--- config.mk ---
export PLATFORM = sky130hd
export DESIGN_NAME = lpddr_pwr_ctl
export DESIGN_NICKNAME = d
export VERILOG_FILES = /design/src/rtl/lpddr_pwr_pkg.sv /design/src/rtl/pwr_timer.sv /design/src/rtl/pwr_gate.sv /design/src/rtl/lpddr_pwr_ctl.sv
export SDC_FILE = /design/constraint.sdc
export NUM_CORES = 1
export LEC_CHECK = 0
export BUFFER_PORTS_ARGS = -buffer_cell sky130_fd_sc_hd__buf_2
export CAP_MARGIN = 30
export CORE_UTILIZATION = 50
export CTS_CLUSTER_SIZE = 24
export DETAILED_ROUTE_END_ITERATION = 10
export HOLD_SLACK_MARGIN = 0.1
export PLACE_DENSITY = 0.76
export SYNTH_ARGS = -nofsm -noshare
export SYNTH_HDL_FRONTEND = slang
export SYNTH_HIERARCHICAL = 1
export SYNTH_SLANG_ARGS = --single-unit
--- constraint.sdc ---
create_clock -name clk -period 2.2 [get_ports clk]
set_input_delay 0.11 -clock clk [delete_from_list [all_inputs] [get_ports clk]]
set_output_delay 0.11 -clock clk [all_outputs]
set_load 0.01 [all_outputs]
--- src/rtl/lpddr_pwr_pkg.sv ---
package lpddr_pwr_pkg;
  typedef enum logic [2:0] {
    ST_NORMAL,
    ST_DPD_ENTER,
    ST_DPD,
    ST_DPD_EXIT,
    ST_PREA,
    ST_INIT,
    ST_CSTOP,
    ST_CS_WAKE
  } pwr_state_t;

  localparam logic [3:0] CMD_NOP      = 4'b0111;
  localparam logic [3:0] CMD_DESELECT = 4'b1111;
  localparam logic [3:0] CMD_PRECHG   = 4'b0010;
  localparam logic [3:0] CMD_DPD      = 4'b0110;
endpackage

--- src/rtl/pwr_timer.sv ---
module pwr_timer #(
  parameter int WIDTH = 8
) (
  input  logic             clk,
  input  logic             rst_n,
  input  logic             load,
  input  logic [WIDTH-1:0] load_val,
  output logic             zero
);
  logic [WIDTH-1:0] cnt_q;
  logic [WIDTH-1:0] cnt_d;
  logic             cnt_en;

  always_comb begin
    cnt_en = load || (cnt_q != '0);
    cnt_d  = load ? load_val : cnt_q - 1'b1;
  end

  always_ff @(posedge clk or negedge rst_n) begin
    if (!rst_n) begin
      cnt_q <= '0;
    end else if (cnt_en) begin
      cnt_q <= cnt_d;
    end
  end

  assign zero = (cnt_q == '0);
endmodule

--- src/rtl/pwr_gate.sv ---
module pwr_gate (
  input  logic banks_idle,
  input  logic burst_active,
  input  logic pre_issued,
  input  logic trp_zero,
  output logic dpd_ok,
  output logic cs_ok
);
  assign dpd_ok = banks_idle && !burst_active && !pre_issued && trp_zero;
  assign cs_ok  = !burst_active;
endmodule

--- src/rtl/lpddr_pwr_ctl.sv ---
module lpddr_pwr_ctl
  import lpddr_pwr_pkg::*;
#(
  parameter int T_RP       = 3,
  parameter int T_DPD_WAIT = 40,
  parameter int T_CS_WAKE  = 2
) (
  input  logic       clk,
  input  logic       rst_n,
  input  logic       dpd_req,
  input  logic       cstop_req,
  input  logic       banks_idle,
  input  logic       burst_active,
  input  logic       pre_issued,
  input  logic       init_done,
  input  logic [3:0] core_cmd,
  input  logic       core_a10,
  output logic [3:0] mem_cmd,
  output logic       mem_a10,
  output logic       mem_cke,
  output logic       ck_en,
  output logic       init_req,
  output logic       mem_ready,
  output logic       pwr_busy
);
  localparam int REC_MAX = (T_DPD_WAIT > T_CS_WAKE) ? T_DPD_WAIT : T_CS_WAKE;
  localparam int REC_W   = $clog2(REC_MAX + 1);
  localparam int RP_W    = $clog2(T_RP + 1);

  pwr_state_t       state_q, state_d;
  logic             trp_zero, rec_zero;
  logic             dpd_ok, cs_ok;
  logic             rec_load;
  logic [REC_W-1:0] rec_val;

  pwr_gate u_gate (
    .banks_idle   (banks_idle),
    .burst_active (burst_active),
    .pre_issued   (pre_issued),
    .trp_zero     (trp_zero),
    .dpd_ok       (dpd_ok),
    .cs_ok        (cs_ok)
  );

  pwr_timer #(.WIDTH(RP_W)) u_trp (
    .clk      (clk),
    .rst_n    (rst_n),
    .load     (pre_issued),
    .load_val (RP_W'(T_RP - 1)),
    .zero     (trp_zero)
  );

  always_comb begin
    rec_load = ((state_q == ST_DPD) && !dpd_req) ||
               ((state_q == ST_CSTOP) && !cstop_req);
    rec_val  = (state_q == ST_DPD) ? REC_W'(T_DPD_WAIT - 1) : REC_W'(T_CS_WAKE - 1);
  end

  pwr_timer #(.WIDTH(REC_W)) u_rec (
    .clk      (clk),
    .rst_n    (rst_n),
    .load     (rec_load),
    .load_val (rec_val),
    .zero     (rec_zero)
  );

  // next-state logic
  always_comb begin
    state_d = state_q;
    unique case (state_q)
      ST_NORMAL: begin
        if (dpd_req && dpd_ok)          state_d = ST_DPD_ENTER;
        else if (cstop_req && cs_ok)    state_d = ST_CSTOP;
      end
      ST_DPD_ENTER:                     state_d = ST_DPD;
      ST_DPD:      if (!dpd_req)        state_d = ST_DPD_EXIT;
      ST_DPD_EXIT: if (rec_zero)        state_d = ST_PREA;
      ST_PREA:                          state_d = ST_INIT;
      ST_INIT:     if (init_done)       state_d = ST_NORMAL;
      ST_CSTOP:    if (!cstop_req)      state_d = ST_CS_WAKE;
      ST_CS_WAKE:  if (rec_zero)        state_d = ST_NORMAL;
      default:                          state_d = ST_NORMAL;
    endcase
  end

  always_ff @(posedge clk or negedge rst_n) begin
    if (!rst_n) state_q <= ST_NORMAL;
    else        state_q <= state_d;
  end

  // output decode
  always_comb begin
    mem_cmd  = CMD_NOP;
    mem_a10  = 1'b0;
    mem_cke  = 1'b1;
    ck_en    = 1'b1;
    init_req = 1'b0;
    unique case (state_q)
      ST_NORMAL: begin
        mem_cmd = core_cmd;
        mem_a10 = core_a10;
      end
      ST_DPD_ENTER: begin
        mem_cmd = CMD_DPD;
        mem_cke = 1'b0;
      end
      ST_DPD: begin
        mem_cmd = CMD_DESELECT;
        mem_cke = 1'b0;
      end
      ST_PREA: begin
        mem_cmd = CMD_PRECHG;
        mem_a10 = 1'b1;
      end
      ST_INIT:  init_req = 1'b1;
      ST_CSTOP: ck_en    = 1'b0;
      default: ;
    endcase
  end

  assign mem_ready = (state_q == ST_NORMAL);
  assign pwr_busy  = (state_q != ST_NORMAL) || dpd_req || cstop_req;
endmodule

# Word-level counts from Yosys, hierarchy flattened

Index checks and enable logic that the tools add are counted.
Widths: inputs -> output; s select.

Output and inout port bits: 10
Bits in registers: 11

Reductions and logical operators: 24
$add $sub $neg: 2
Mux-type cells: 16
Equality and inequality tests: 13

Operator list:

| kind                | number |
|---|---|
| $pmux 3 s8          | 1 |
| $mux 3              | 7 |
| $pmux 4 s4          | 1 |
| $eq 3x3->1 const B  | 4 |
| $mux 6              | 2 |
| $ne 2x2->1 const B  | 5 |
| $logic_and 1x1->1   | 7 |
| $eq 3x2->1 const B  | 2 |
| $logic_not 6->1     | 1 |
| $reduce_and 6->1    | 1 |
| $reduce_bool 6->1   | 1 |
| $sub 6x1->6 const B | 1 |
| $logic_or 1x1->1    | 5 |
| $logic_not 1->1     | 4 |
| $eq 3x1->1 const B  | 1 |
| $logic_not 3->1     | 1 |
| $mux 1              | 3 |
| $ne 3x1->1 const B  | 1 |
| $reduce_bool 3->1   | 1 |
| $logic_not 2->1     | 1 |
| $mux 2              | 1 |
| $pmux 1 s2          | 1 |
| $reduce_bool 2->1   | 1 |
| $reduce_or 2->1     | 1 |
| $sub 2x1->2 const B | 1 |

# Logic depth before layout (Yosys ltp)

Gate-level depths: netlist of run 1.

Depth after elaboration: 7
Gate-level depth with buffers: 8
Depth with buffers taken out: 7

# Hierarchy

Netlist of run 1, hierarchy kept.

By module, submodules not included:

| module            | cells each | area an instance (µm²) | times used |
|---|---|---|---|
| pwr_timer (u_rec) | 40         | 400.4                  | 1 |
| lpddr_pwr_ctl     | 48         | 357.8                  | 1 |
| pwr_timer (u_trp) | 12         | 113.9                  | 1 |
| pwr_gate          | 2          | 16.3                   | 1 |

# Worst setup path before layout of run 1

Ideal clock, no wire load.

Path kind: flip-flop to flip-flop
Start: register state_q[1]
End: register u_rec.cnt_q[5]
Stages on the path, launching flop included: 7
Slack: 0.457 ns
Data arrival time: 1.639 ns
Setup time: 0.103 ns
Required time: 2.097 ns
Period minus slack after synthesis: 1.743 ns
Path buffers: 2
Cells stage by stage: dfrtp_1 > clkbuf_1 > nand3_1 > o22ai_1 > clkbuf_1 > nand2_1 > o41ai_2

Word-level cells in the longest chain between the ends: 4

RTL lines:

| item                                        | RTL line                                 | text |
|---|---|---|
| start: declaration                          | lpddr_pwr_ctl.sv:30                      | `pwr_state_t state_q, state_d;` |
| start signal: assignment                    | lpddr_pwr_ctl.sv:88                      | `else state_q <= state_d;` |
| $eq 3x2->1 or $eq 3x3->1 (tied branches)    | lpddr_pwr_ctl.sv:54, lpddr_pwr_ctl.sv:55 |  |
| $logic_and 1x1->1, on equally long branches | lpddr_pwr_ctl.sv:54, lpddr_pwr_ctl.sv:55 |  |
| $logic_or 1x1->1 *                          | lpddr_pwr_ctl.sv:54                      | `rec_load = ((state_q == ST_DPD) && !dpd_req) \|\|` |
| named net rec_load                          | lpddr_pwr_ctl.sv:33                      | `logic rec_load;` |
| $mux 6 or $logic_or 1x1->1 (tied branches)  | pwr_timer.sv:16, pwr_timer.sv:15         |  |
| end signal: assignment                      | pwr_timer.sv:23                          | `cnt_q <= cnt_d;` |
| end: declaration                            | pwr_timer.sv:10                          | `logic [WIDTH-1:0] cnt_q;` |

Mark *: on every way through the listed nets, which the timed path passes. The rest lies on a longest branch.
A chain may end at the register's enable or synchronous reset.

# Final worst setup path of run 1

Start: register u_trp.cnt_q[0]
End: register state_q[0]

Word-level cells in the longest chain between the ends: 5

RTL lines:

| item                                           | RTL line            | text |
|---|---|---|
| start: declaration                             | pwr_timer.sv:10     |  |
| start signal: assignment                       | pwr_timer.sv:23     |  |
| $logic_not 2->1 *                              | pwr_timer.sv:27     | `assign zero = (cnt_q == '0);` |
| named net trp_zero                             | lpddr_pwr_ctl.sv:31 | `logic trp_zero, rec_zero;` |
| $logic_and 1x1->1 *                            | pwr_gate.sv:9       | `assign dpd_ok = banks_idle && !burst_active && !pre_issued && trp_zero;` |
| named net dpd_ok                               | lpddr_pwr_ctl.sv:32 | `logic dpd_ok, cs_ok;` |
| $logic_and 1x1->1 *                            | lpddr_pwr_ctl.sv:72 | `if (dpd_req && dpd_ok) state_d = ST_DPD_ENTER;` |
| $mux 3 or $ne 3x1->1 (tied branches)           | n/a                 |  |
| $pmux 3 s8 or $reduce_and 6->1 (tied branches) | n/a                 |  |

Marked as above.

==> reports/results.ini, run 1 <==
[clock_tree]
cts-root-buf = clkbuf_4
cts_tree = built
cts_max_path_buffers = 2
cts_max_level = 1
numCtsBuffers = 3
cts_resized = 0
path_clk_slew_ns = 0.08
clock_sinks = 11
clock_latency_ns = 0.27

[grt]
grt.overflow.total = 0
grt_max_degree = 17
grt_usage_pct = 20.4
grt_pass1_vias = 715
grt_first_pass_wirelength_mm = 2.97
antenna_found_initial = 0

[floorplan]
die-width_um = 44.2
rows = 14
die_area_sq_um = 1950
initial_core_util_pct = 56.3
fp.dieH_um = 44.2
pin_count = 23
core_area_sq_um = 1580

[sta]
timing_hold_violations_final = 0
fmax_mhz = 538
maxSlewViolCount = 0
period_share_pct = 84.5
clock_skew_ns = 0.00260
fin_crit_ns = 1.86
setup_viol = 0
setup_tns_ns = 0
rsz0062_at_grt = false

[detailed_routing]
num_vias = 790
routedWlPerCell_um = 11.8
drt_iter0_markers = 9
antenna_left = 0
firstDrtPassIters = 4
drt-total-wl_mm = 1.70
viasPerCell = 5.49
drc = 0

[logic_synthesis]
synthCells = 102
netlist_area_sq_um = 888
synth-edff-count = 0
synth_seq_cells = 11
ys_seq_area_share_pct = 31.0
yosys.area.top_type = dfrtp_1
synth_top_area_share_pct = 31.0
synthFlopType = dfrtp_1
synth_area_leaders = dfrtp_1, ha_1, nand2_1, inv_1, nor2_1
synthArstFlopShare_pct = 100
yosysWarnings = 6
syn_area_per_cell_sq_um = 8.71
synth_cell_type_count = 47

[layout]
multi_input_area_sq_um = 542
final_layout_size_suffix_gt1_share_pct = 30.5
synthToLayoutAreaGrowth_pct = 17.3
fin_nets = 145
fill_cells = 131
mostFrequentLayoutCells = buf_2, dfrtp_1, nand2_1
regArea_sq_um = 275
n_antenna_cell = 0
layout_commonest_cell = buf_2
layoutNonFillerInstCount = 144

[place]
dp.cells = 138
post-dp-hpwl_mm = 1.24
gp_congestion = 0.843
place.port_buffers = 22

[power_and_ir_drop]
vdd_drop_max_uv = 750
power.density_nw_per_um2 = 1250
p_leak_uw = 0.000503

[setup_path]
r2r.worst_path.cells = 7
arrival_ns = 2.02
crit_path_end_kind = flip-flop
cp.required_ns = 2.36
rrSetupSlack_ns = 0.34
path_delay_family = compound AO/OA/AOI/OAI gates
start_kind = flip-flop
max_stage_delay_ns = 0.40
critPathBufInv = 1
crit_chain = inv_1, ha_1, and4bb_2, a2111o_1, o21ai_2, nor4_1, o21bai_1
r2r_start = u_trp/cnt_q[0]$_DFFE_PN0P_
crit_type = reg -> reg
cpMaxStageDelayCell = a2111o_1
critPathMaxFanout = 4
r2r-end = state_q[0]$_DFFE_PN0P_

[run_status]
outcome = completed

[run]
maxCapViolCount = 0

[hold_path]
hold_path.class = in -> async

## synth_stat cells, types with 3 or more instances
library cell  number
o31ai_1            3
dfrtp_1           11
inv_1              9
ha_1               3
xnor2_1            3
nand2b_1           3
nand2_1           10
a21oi_1            4
nor2_1             9
## where the power goes
group / internal (uW) / leakage [uW] / switching, uW / total, uW
Clock: 67.1 / 0.0000177 / 78.1 / 145
Sequential: 290 / 0.000130 / 161 / 452
Combinational: 351 / 0.000355 / 356 / 707
## metrics by stage
step	hold WS (ns)	cell area (sq um)	power (uW)	util (%)	worst slack [ns]
6_report	0.233	1040	1300	66.1	0.341
5_1_grt	0.263	1040	1430	66.1	0.200
4_1_cts	0.241	1040	1310	66.1	0.343
3_5_place_dp	0.00147	995	1160	63.1	0.357
3_3_place_gp	-0.00699	995	1140	63.1	0.409
2_1_floorplan	-0.186	900	1030	-	0.457
## what timing repair did
| action | 4_1_cts | 5_1_grt |
|---|---|---|
| endpoints found under the hold margin | 12 | 0 |
| endpoints found under the setup margin | 0 | 0 |
| setup buffers | 0 | 0 |
| hold buffers | 2 | 0 |
## per-layer routing
layer,vias up,global-route usage (%),routed length [um]
met5,-,0,0
met4,0,9.09,19
met3,2,2.45,74
met2,30,34.4,807
met1,358,26.1,792
li1,400,-,-
## layout make-up
type	instances	area share, %
Multi-Input combinational cell	78	52.0
Clock inverter	1	0.480
Inverter	10	3.84
Timing Repair Buffer	25	13.2
Clock buffer	3	2.16
Tap cell	16	1.92
Sequential cell	11	26.4
## registers in the layout, summed over array words and instances, names as in the netlist
register     cells
u_trp/cnt_q      2
u_rec/cnt_q      6
state_q          3
## cell families (layout without fill, tap and decap cells)
family,count (synthesis),in the layout,synth area share [%]
mux,2,2,2.25
xor+xnor,5,5,4.93
buf+inv,16,39,9.30
fa+ha+maj,3,3,4.23
flops,11,11,31.0
compound gates,26,26,23.5
simple gates,37,37,23.9
other cells,2,5,0.845
## worst max path at each step
| stage | start | end | slack, ns | cells after the start |
|---|---|---|---|---|
| 6_report | u_trp/cnt_q[0]$_DFFE_PN0P_ | state_q[0]$_DFFE_PN0P_ | 0.34 | 7 |
| 5_1_grt | state_q[2]$_DFFE_PN0P_ | u_rec/cnt_q[1]$_DFFE_PN0P_ | 0.20 | 7 |
| 4_1_cts | u_trp/cnt_q[0]$_DFFE_PN0P_ | state_q[0]$_DFFE_PN0P_ | 0.34 | 7 |
| 3_5_place_dp | u_trp/cnt_q[0]$_DFFE_PN0P_ | state_q[0]$_DFFE_PN0P_ | 0.36 | 7 |
| 3_3_place_gp | u_trp/cnt_q[0]$_DFFE_PN0P_ | state_q[0]$_DFFE_PN0P_ | 0.41 | 7 |
| 2_1_floorplan | state_q[1]$_DFFE_PN0P_ | u_rec/cnt_q[5]$_DFFE_PN0P_ | 0.46 | 6 |
(Power assumes the default switching activity.)
==> run 2, diff against run 1 <==
--- a/config.mk
+++ b/config.mk
@@ -5,13 +5,14 @@
 export SDC_FILE = /design/constraint.sdc
 export NUM_CORES = 1
 export LEC_CHECK = 0
+export ABC_AREA = 1
 export BUFFER_PORTS_ARGS = -buffer_cell sky130_fd_sc_hd__buf_2
 export CAP_MARGIN = 30
-export CORE_UTILIZATION = 50
+export CORE_UTILIZATION = 47
 export CTS_CLUSTER_SIZE = 24
 export DETAILED_ROUTE_END_ITERATION = 10
 export HOLD_SLACK_MARGIN = 0.1
-export PLACE_DENSITY = 0.76
+export PLACE_DENSITY = 0.74
 export SYNTH_ARGS = -nofsm -noshare
 export SYNTH_HDL_FRONTEND = slang
 export SYNTH_HIERARCHICAL = 1
==> constraint.sdc (replaced) <==
create_clock -name clk -period 1.7 [get_ports clk]
set_input_delay 0.085 -clock clk [delete_from_list [all_inputs] [get_ports clk]]
set_output_delay 0.085 -clock clk [all_outputs]
set_load 0.01 [all_outputs]
==> run 2 against run 1 <==
Against the previous run:
- sequential cell count stayed put
- critical endpoint is now mem_cmd[1]
- sequential share of layout area is 2.1 points lower
- sequential power is 24% higher
- cell area up 8.6%
- critical path type is now reg -> out
- non-clock buffer count increased by 1
- area after synthesis is 5.8% higher
==> reports/results.ini, run 2 <==
[floorplan]
pin_count = 23
die-width_um = 46.7
fp.dieH_um = 46.7
initial_core_util_pct = 52.2
core_area_sq_um = 1800
die_area_sq_um = 2180
rows = 15

[detailed_routing]
antenna_left = 0
routedWlPerCell_um = 10.0
num_vias = 939
firstDrtPassIters = 4
drt-total-wl_mm = 1.97
viasPerCell = 4.79
drc = 0
drt_iter0_markers = 25

[sta]
setup_viol = 0
clock_skew_ns = 0.00153
period_share_pct = 93.4
rsz0062_at_grt = false
timing_hold_violations_final = 0
fin_crit_ns = 1.59
maxSlewViolCount = 0
setup_tns_ns = 0
fmax_mhz = 629

[place]
dp.cells = 191
place.port_buffers = 22
post-dp-hpwl_mm = 1.61
gp_congestion = 0.893

[grt]
grt_pass1_vias = 808
antenna_found_initial = 0
grt_max_degree = 12
grt.overflow.total = 0
grt_first_pass_wirelength_mm = 3.36
grt_usage_pct = 21.1

[setup_path]
rrSetupSlack_ns = 0.18
crit_path_end_kind = output pin
critPathMaxFanout = 5
crit_type = reg -> out
arrival_ns = 1.50
start_kind = flip-flop
cp.required_ns = 1.62

[hold_path]
hold_path.class = in -> reg

[logic_synthesis]
ys_seq_area_share_pct = 29.3
yosysWarnings = 6
synth-edff-count = 0
synth_area_leaders = dfrtp_1, nand2_1, inv_1, nor2_4, nand3_1
netlist_area_sq_um = 940
synth_cell_type_count = 26
yosys.area.top_type = dfrtp_1
synthFlopType = dfrtp_1
synth_top_area_share_pct = 29.3
netlist_top_cells_count = nand2_1, inv_1, dfrtp_1, nand3_1, nor2_1
synth.most_common_cell = nand2_1
syn_area_per_cell_sq_um = 6.71
synthArstFlopShare_pct = 100
synthCells = 140
synth_seq_cells = 11

[layout]
layout_commonest_cell = nand2_1
fin_nets = 188
synthToLayoutAreaGrowth_pct = 20.5
fill_cells = 170
mostFrequentLayoutCells = nand2_1, buf_2, inv_1
layoutNonFillerInstCount = 196
largest_reg_flops = 6
top_register = u_rec/cnt_q
fin_util_pct = 62.8
final_layout_size_suffix_gt1_share_pct = 30.4
n_antenna_cell = 0
top_regs = u_rec/cnt_q (6), state_q (3), u_trp/cnt_q (2)

[run]
maxCapViolCount = 0

[clock_tree]
path_clk_slew_ns = 0.07
numCtsBuffers = 3
cts-root-buf = clkbuf_4
cts_max_path_buffers = 2
clock_latency_ns = 0.26
cts_tree = built
cts_resized = 0
cts_max_level = 1
clock_sinks = 11

[power_and_ir_drop]
vdd_drop_max_uv = 1000
power.density_nw_per_um2 = 1840
p_leak_uw = 0.000641

[run_status]
outcome = completed

run 2: kinds of logic after synthesis:
family / after synthesis / synth area share [%]
other: 2 / 0.799
xor gates and xnor gates: 1 / 0.932
DFF: 11 / 29.3
adders and majority gates: 3 / 4.00
buffers and inverters: 26 / 11.7
and+or+nand+nor: 85 / 46.2
AOI/OAI and AO/OA: 12 / 7.06
run 2: path summary, 6_finish.rpt:
kind,to,from,cells past startpoint
worst max-delay path,mem_cmd[1],state_q[1]$_DFFE_PN0P_,5
worst min-delay path,u_trp/cnt_q[1]$_DFFE_PN0P_,pre_issued,4
worst max register to register,state_q[1]$_DFFE_PN0P_,u_rec/cnt_q[1]$_DFFE_PN0P_,12
worst min register to register,u_trp/cnt_q[1]$_DFFE_PN0P_,u_trp/cnt_q[1]$_DFFE_PN0P_,2
max in group asynchronous,state_q[1]$_DFFE_PN0P_,rst_n,2
min in group asynchronous,u_rec/cnt_q[3]$_DFFE_PN0P_,rst_n,2
run 2: final cells by class:
cell class	count	area, sq um	area share, %
clock buffer	4	26.3	2.32
sequential	11	275	24.3
inverter	24	91.3	8.07
multi-input combinational	106	566	49.9
timing repair buffer	26	143	12.6
tap	25	31.3	2.76
run 2: critical path, cell delays in order, from the launching register on:
cell and delay (ns):
dfrtp_1 0.43, buf_4 0.18, nor2_4 0.13, nand2_1 0.09, or2_2 0.27, buf_2 0.14
run 2: what timing repair did:
action / CTS / global route
buffers inserted: 0 / 0
hold buffers: 1 / 0
endpoints found under the hold margin: 11 / 0
endpoints found under the setup margin: 0 / 0
run 2: where the power goes:
part           total (uW)  switching [uW]  leakage (uW)  internal, uW
sequential            562             164      0.000134           398
clock                 181            90.1     0.0000150          90.6
combinational        1340             806      0.000492           530
total                2080            1060      0.000641          1020
run 2: per-layer routing:
layer / part of all wire, % / vias to the layer above / track usage [%]
li1: - / 493 / -
met1: 47 / 423 / 29.0
met2: 49 / 23 / 35.6
met3: 3.7 / 0 / 4.71
met4: 0 / 0 / 1.71
met5: 0 / - / 0
run 2: stage by stage:
step / power, uW / area, sq um / hold slack (ns) / worst slack [ns]
detailed placement: 1890 / 1100 / -0.0312 / 0.208
global route: 2310 / 1130 / 0.185 / 0.00763
floorplan: 1560 / 951 / -0.211 / 0.298
finish: 2080 / 1130 / 0.158 / 0.111
CTS: 2090 / 1130 / 0.155 / 0.0959
global placement: 1850 / 1100 / -0.0302 / 0.252
==> run 3, diff against run 2 <==
--- a/config.mk
+++ b/config.mk
@@ -8,11 +8,11 @@
 export ABC_AREA = 1
 export BUFFER_PORTS_ARGS = -buffer_cell sky130_fd_sc_hd__buf_2
 export CAP_MARGIN = 30
-export CORE_UTILIZATION = 47
+export CORE_UTILIZATION = 50
 export CTS_CLUSTER_SIZE = 24
 export DETAILED_ROUTE_END_ITERATION = 10
 export HOLD_SLACK_MARGIN = 0.1
-export PLACE_DENSITY = 0.74
+export PLACE_DENSITY = 0.75
 export SYNTH_ARGS = -nofsm -noshare
 export SYNTH_HDL_FRONTEND = slang
 export SYNTH_HIERARCHICAL = 1
==> constraint.sdc (replaced) <==
create_clock -name clk -period 1.8 [get_ports clk]
set_input_delay 0.09 -clock clk [delete_from_list [all_inputs] [get_ports clk]]
set_output_delay 0.09 -clock clk [all_outputs]
set_load 0.01 [all_outputs]
==> run 3 against run 2 <==
Against the previous run:
- critical endpoint is now state_q[2]$_DFFE_PN0P_
- hold slack lost 0.0053 ns
- critical path depth is 7 higher
- sequential power down 3.7%
- register-to-register slack improved by 0.02 ns
- critical path type is now reg -> reg
- non-clock buffer count shrank 1
==> reports/results.ini, run 3 (same netlist as run 2, synthesis figures left out) <==
[setup_path]
critPathMaxFanout = 7
arrival_ns = 1.81
r2r-end = state_q[2]$_DFFE_PN0P_
crit_path_end_kind = flip-flop
cp-endpoint = state_q[2]$_DFFE_PN0P_
crit_type = reg -> reg
start_kind = flip-flop
r2r_start = u_rec/cnt_q[0]$_DFFE_PN0P_
startpoint = u_rec/cnt_q[0]$_DFFE_PN0P_
cp.required_ns = 2.00
r2r.worst_path.cells = 12
rrSetupSlack_ns = 0.20

[sta]
clock_skew_ns = 0.00239
fin_crit_ns = 1.60
setup_tns_ns = 0
timing_hold_violations_final = 0
fmax_mhz = 624
fin_hold_ws_ns = 0.153
rsz0062_at_grt = false
maxSlewViolCount = 0
fin_ws_ns = 0.198
period_share_pct = 89.0
setup_viol = 0

[layout]
fin_nets = 187
final_layout_size_suffix_gt1_share_pct = 30.0
largest_reg_flops = 6
layout_commonest_cell = nand2_1
mostFrequentLayoutCells = nand2_1, buf_2, inv_1
synthToLayoutAreaGrowth_pct = 19.7
top_register = u_rec/cnt_q
top_regs = u_rec/cnt_q (6), state_q (3), u_trp/cnt_q (2)
fill_cells = 167
n_antenna_cell = 0

[floorplan]
fp.dieH_um = 45.4
initial_core_util_pct = 53.8
die-width_um = 45.4
core_area_sq_um = 1750
die_area_sq_um = 2060
rows = 15
pin_count = 23

[grt]
antenna_found_initial = 0
grt_usage_pct = 22.1
grt_max_degree = 12
grt.overflow.total = 0
grt_pass1_vias = 810
grt_first_pass_wirelength_mm = 3.29

[detailed_routing]
dr.max_layer_used = met4
num_vias = 928
firstDrtPassIters = 5
wl_met1_um = 978
dr_wl_met2_um = 937
drc = 0
drt_iter0_markers = 21
wl_met3_um = 51
drt-total-wl_mm = 1.98
routedWlPerCell_um = 10.2
antenna_left = 0
viasPerCell = 4.76

[power_and_ir_drop]
p_sw_uw = 1010
p_int_uw = 947
seq_power_share_pct = 27.7
power.density_nw_per_um2 = 1740
clockPowerShare_pct = 8.7
vdd_drop_max_uv = 724
combPwrFrac_pct = 63.6
p_leak_uw = 0.000636
p_sw_share_pct = 51.5

[place]
pre_cts_slack_ns = 0.227
post-dp-hpwl_mm = 1.60
gp_congestion = 0.889
place.port_buffers = 22

[hold_path]
hold_path.class = in -> reg
hold_depth = 4

[clock_tree]
cts_max_level = 1
clock_latency_ns = 0.27
path_clk_slew_ns = 0.07
cts_tree = built
clock_sinks = 11
cts-root-buf = clkbuf_4
cts_max_path_buffers = 2
postCtsSetupRepairBufs = 0
numCtsBuffers = 3

[run_status]
outcome = completed

[run]
maxCapViolCount = 0

## run 3: timing repair
action / 4_1_cts / 5_1_grt
setup endpoints to repair: 0 / 0
endpoints found under the hold margin: 11 / 0
hold buffers: 1 / 0
gates resized for setup: 0 / 0
## run 3: cell type report
class	instances	area, sq um	share of cell area [%]
clock buffer	4	26.3	2.34
timing repair buffer	25	135	12.0
tap	25	31.3	2.78
multi-input combinational	106	566	50.3
sequential	11	275	24.5
inverter	24	91.3	8.12
## run 3: power groups by stage
stage,registers [uW],clock network [uW],logic (uW)
after floorplan,489,0,980
after global placement,536,0,1200
after detailed placement,544,0,1230
after CTS,541,171,1240
after global routing,559,191,1430
final,541,169,1240
## run 3: layer usage
| layer | up-vias | GRT usage (%) |
|---|---|---|
| met3 | 2 | 4.00 |
| met5 | - | 0 |
| met2 | 22 | 35.9 |
| met4 | 0 | 7.27 |
| met1 | 415 | 29.5 |
| li1 | 489 | - |
## run 3: worst max-delay path, stage by stage (launching register included)
cell and delay [ns]:
dfrtp_1 0.38, inv_1 0.16, ha_1 0.18, inv_1 0.06, nor2_4 0.11, nand3_2 0.09
inv_1 0.06, nor2_1 0.06, inv_1 0.05, nand2_1 0.05, nor2_1 0.18, nand3_1 0.09
nand2_1 0.08
## run 3: worst min path at each step
stage | start | endpoint | slack, ns
global placement | rst_n | u_rec/cnt_q[4]$_DFFE_PN0P_ | -0.03
CTS | pre_issued | u_trp/cnt_q[0]$_DFFE_PN0P_ | 0.15
finish | pre_issued | u_trp/cnt_q[1]$_DFFE_PN0P_ | 0.15
detailed placement | rst_n | u_rec/cnt_q[4]$_DFFE_PN0P_ | -0.03
floorplan | rst_n | state_q[0]$_DFFE_PN0P_ | -0.21
global route | init_done | state_q[0]$_DFFE_PN0P_ | 0.15
## run 3: per-stage QoR
stage / std cells / power (uW) / cell area (sq um) / utilization [%]
after detailed placement: 190 / 1780 / 1090 / 62.4
after CTS: 195 / 1950 / 1120 / 64.4
after global routing: 195 / 2180 / 1120 / 64.4
final: 195 / 1950 / 1120 / 64.4
after global placement: 190 / 1730 / 1090 / 62.4
after floorplan: 143 / 1470 / 951 / -
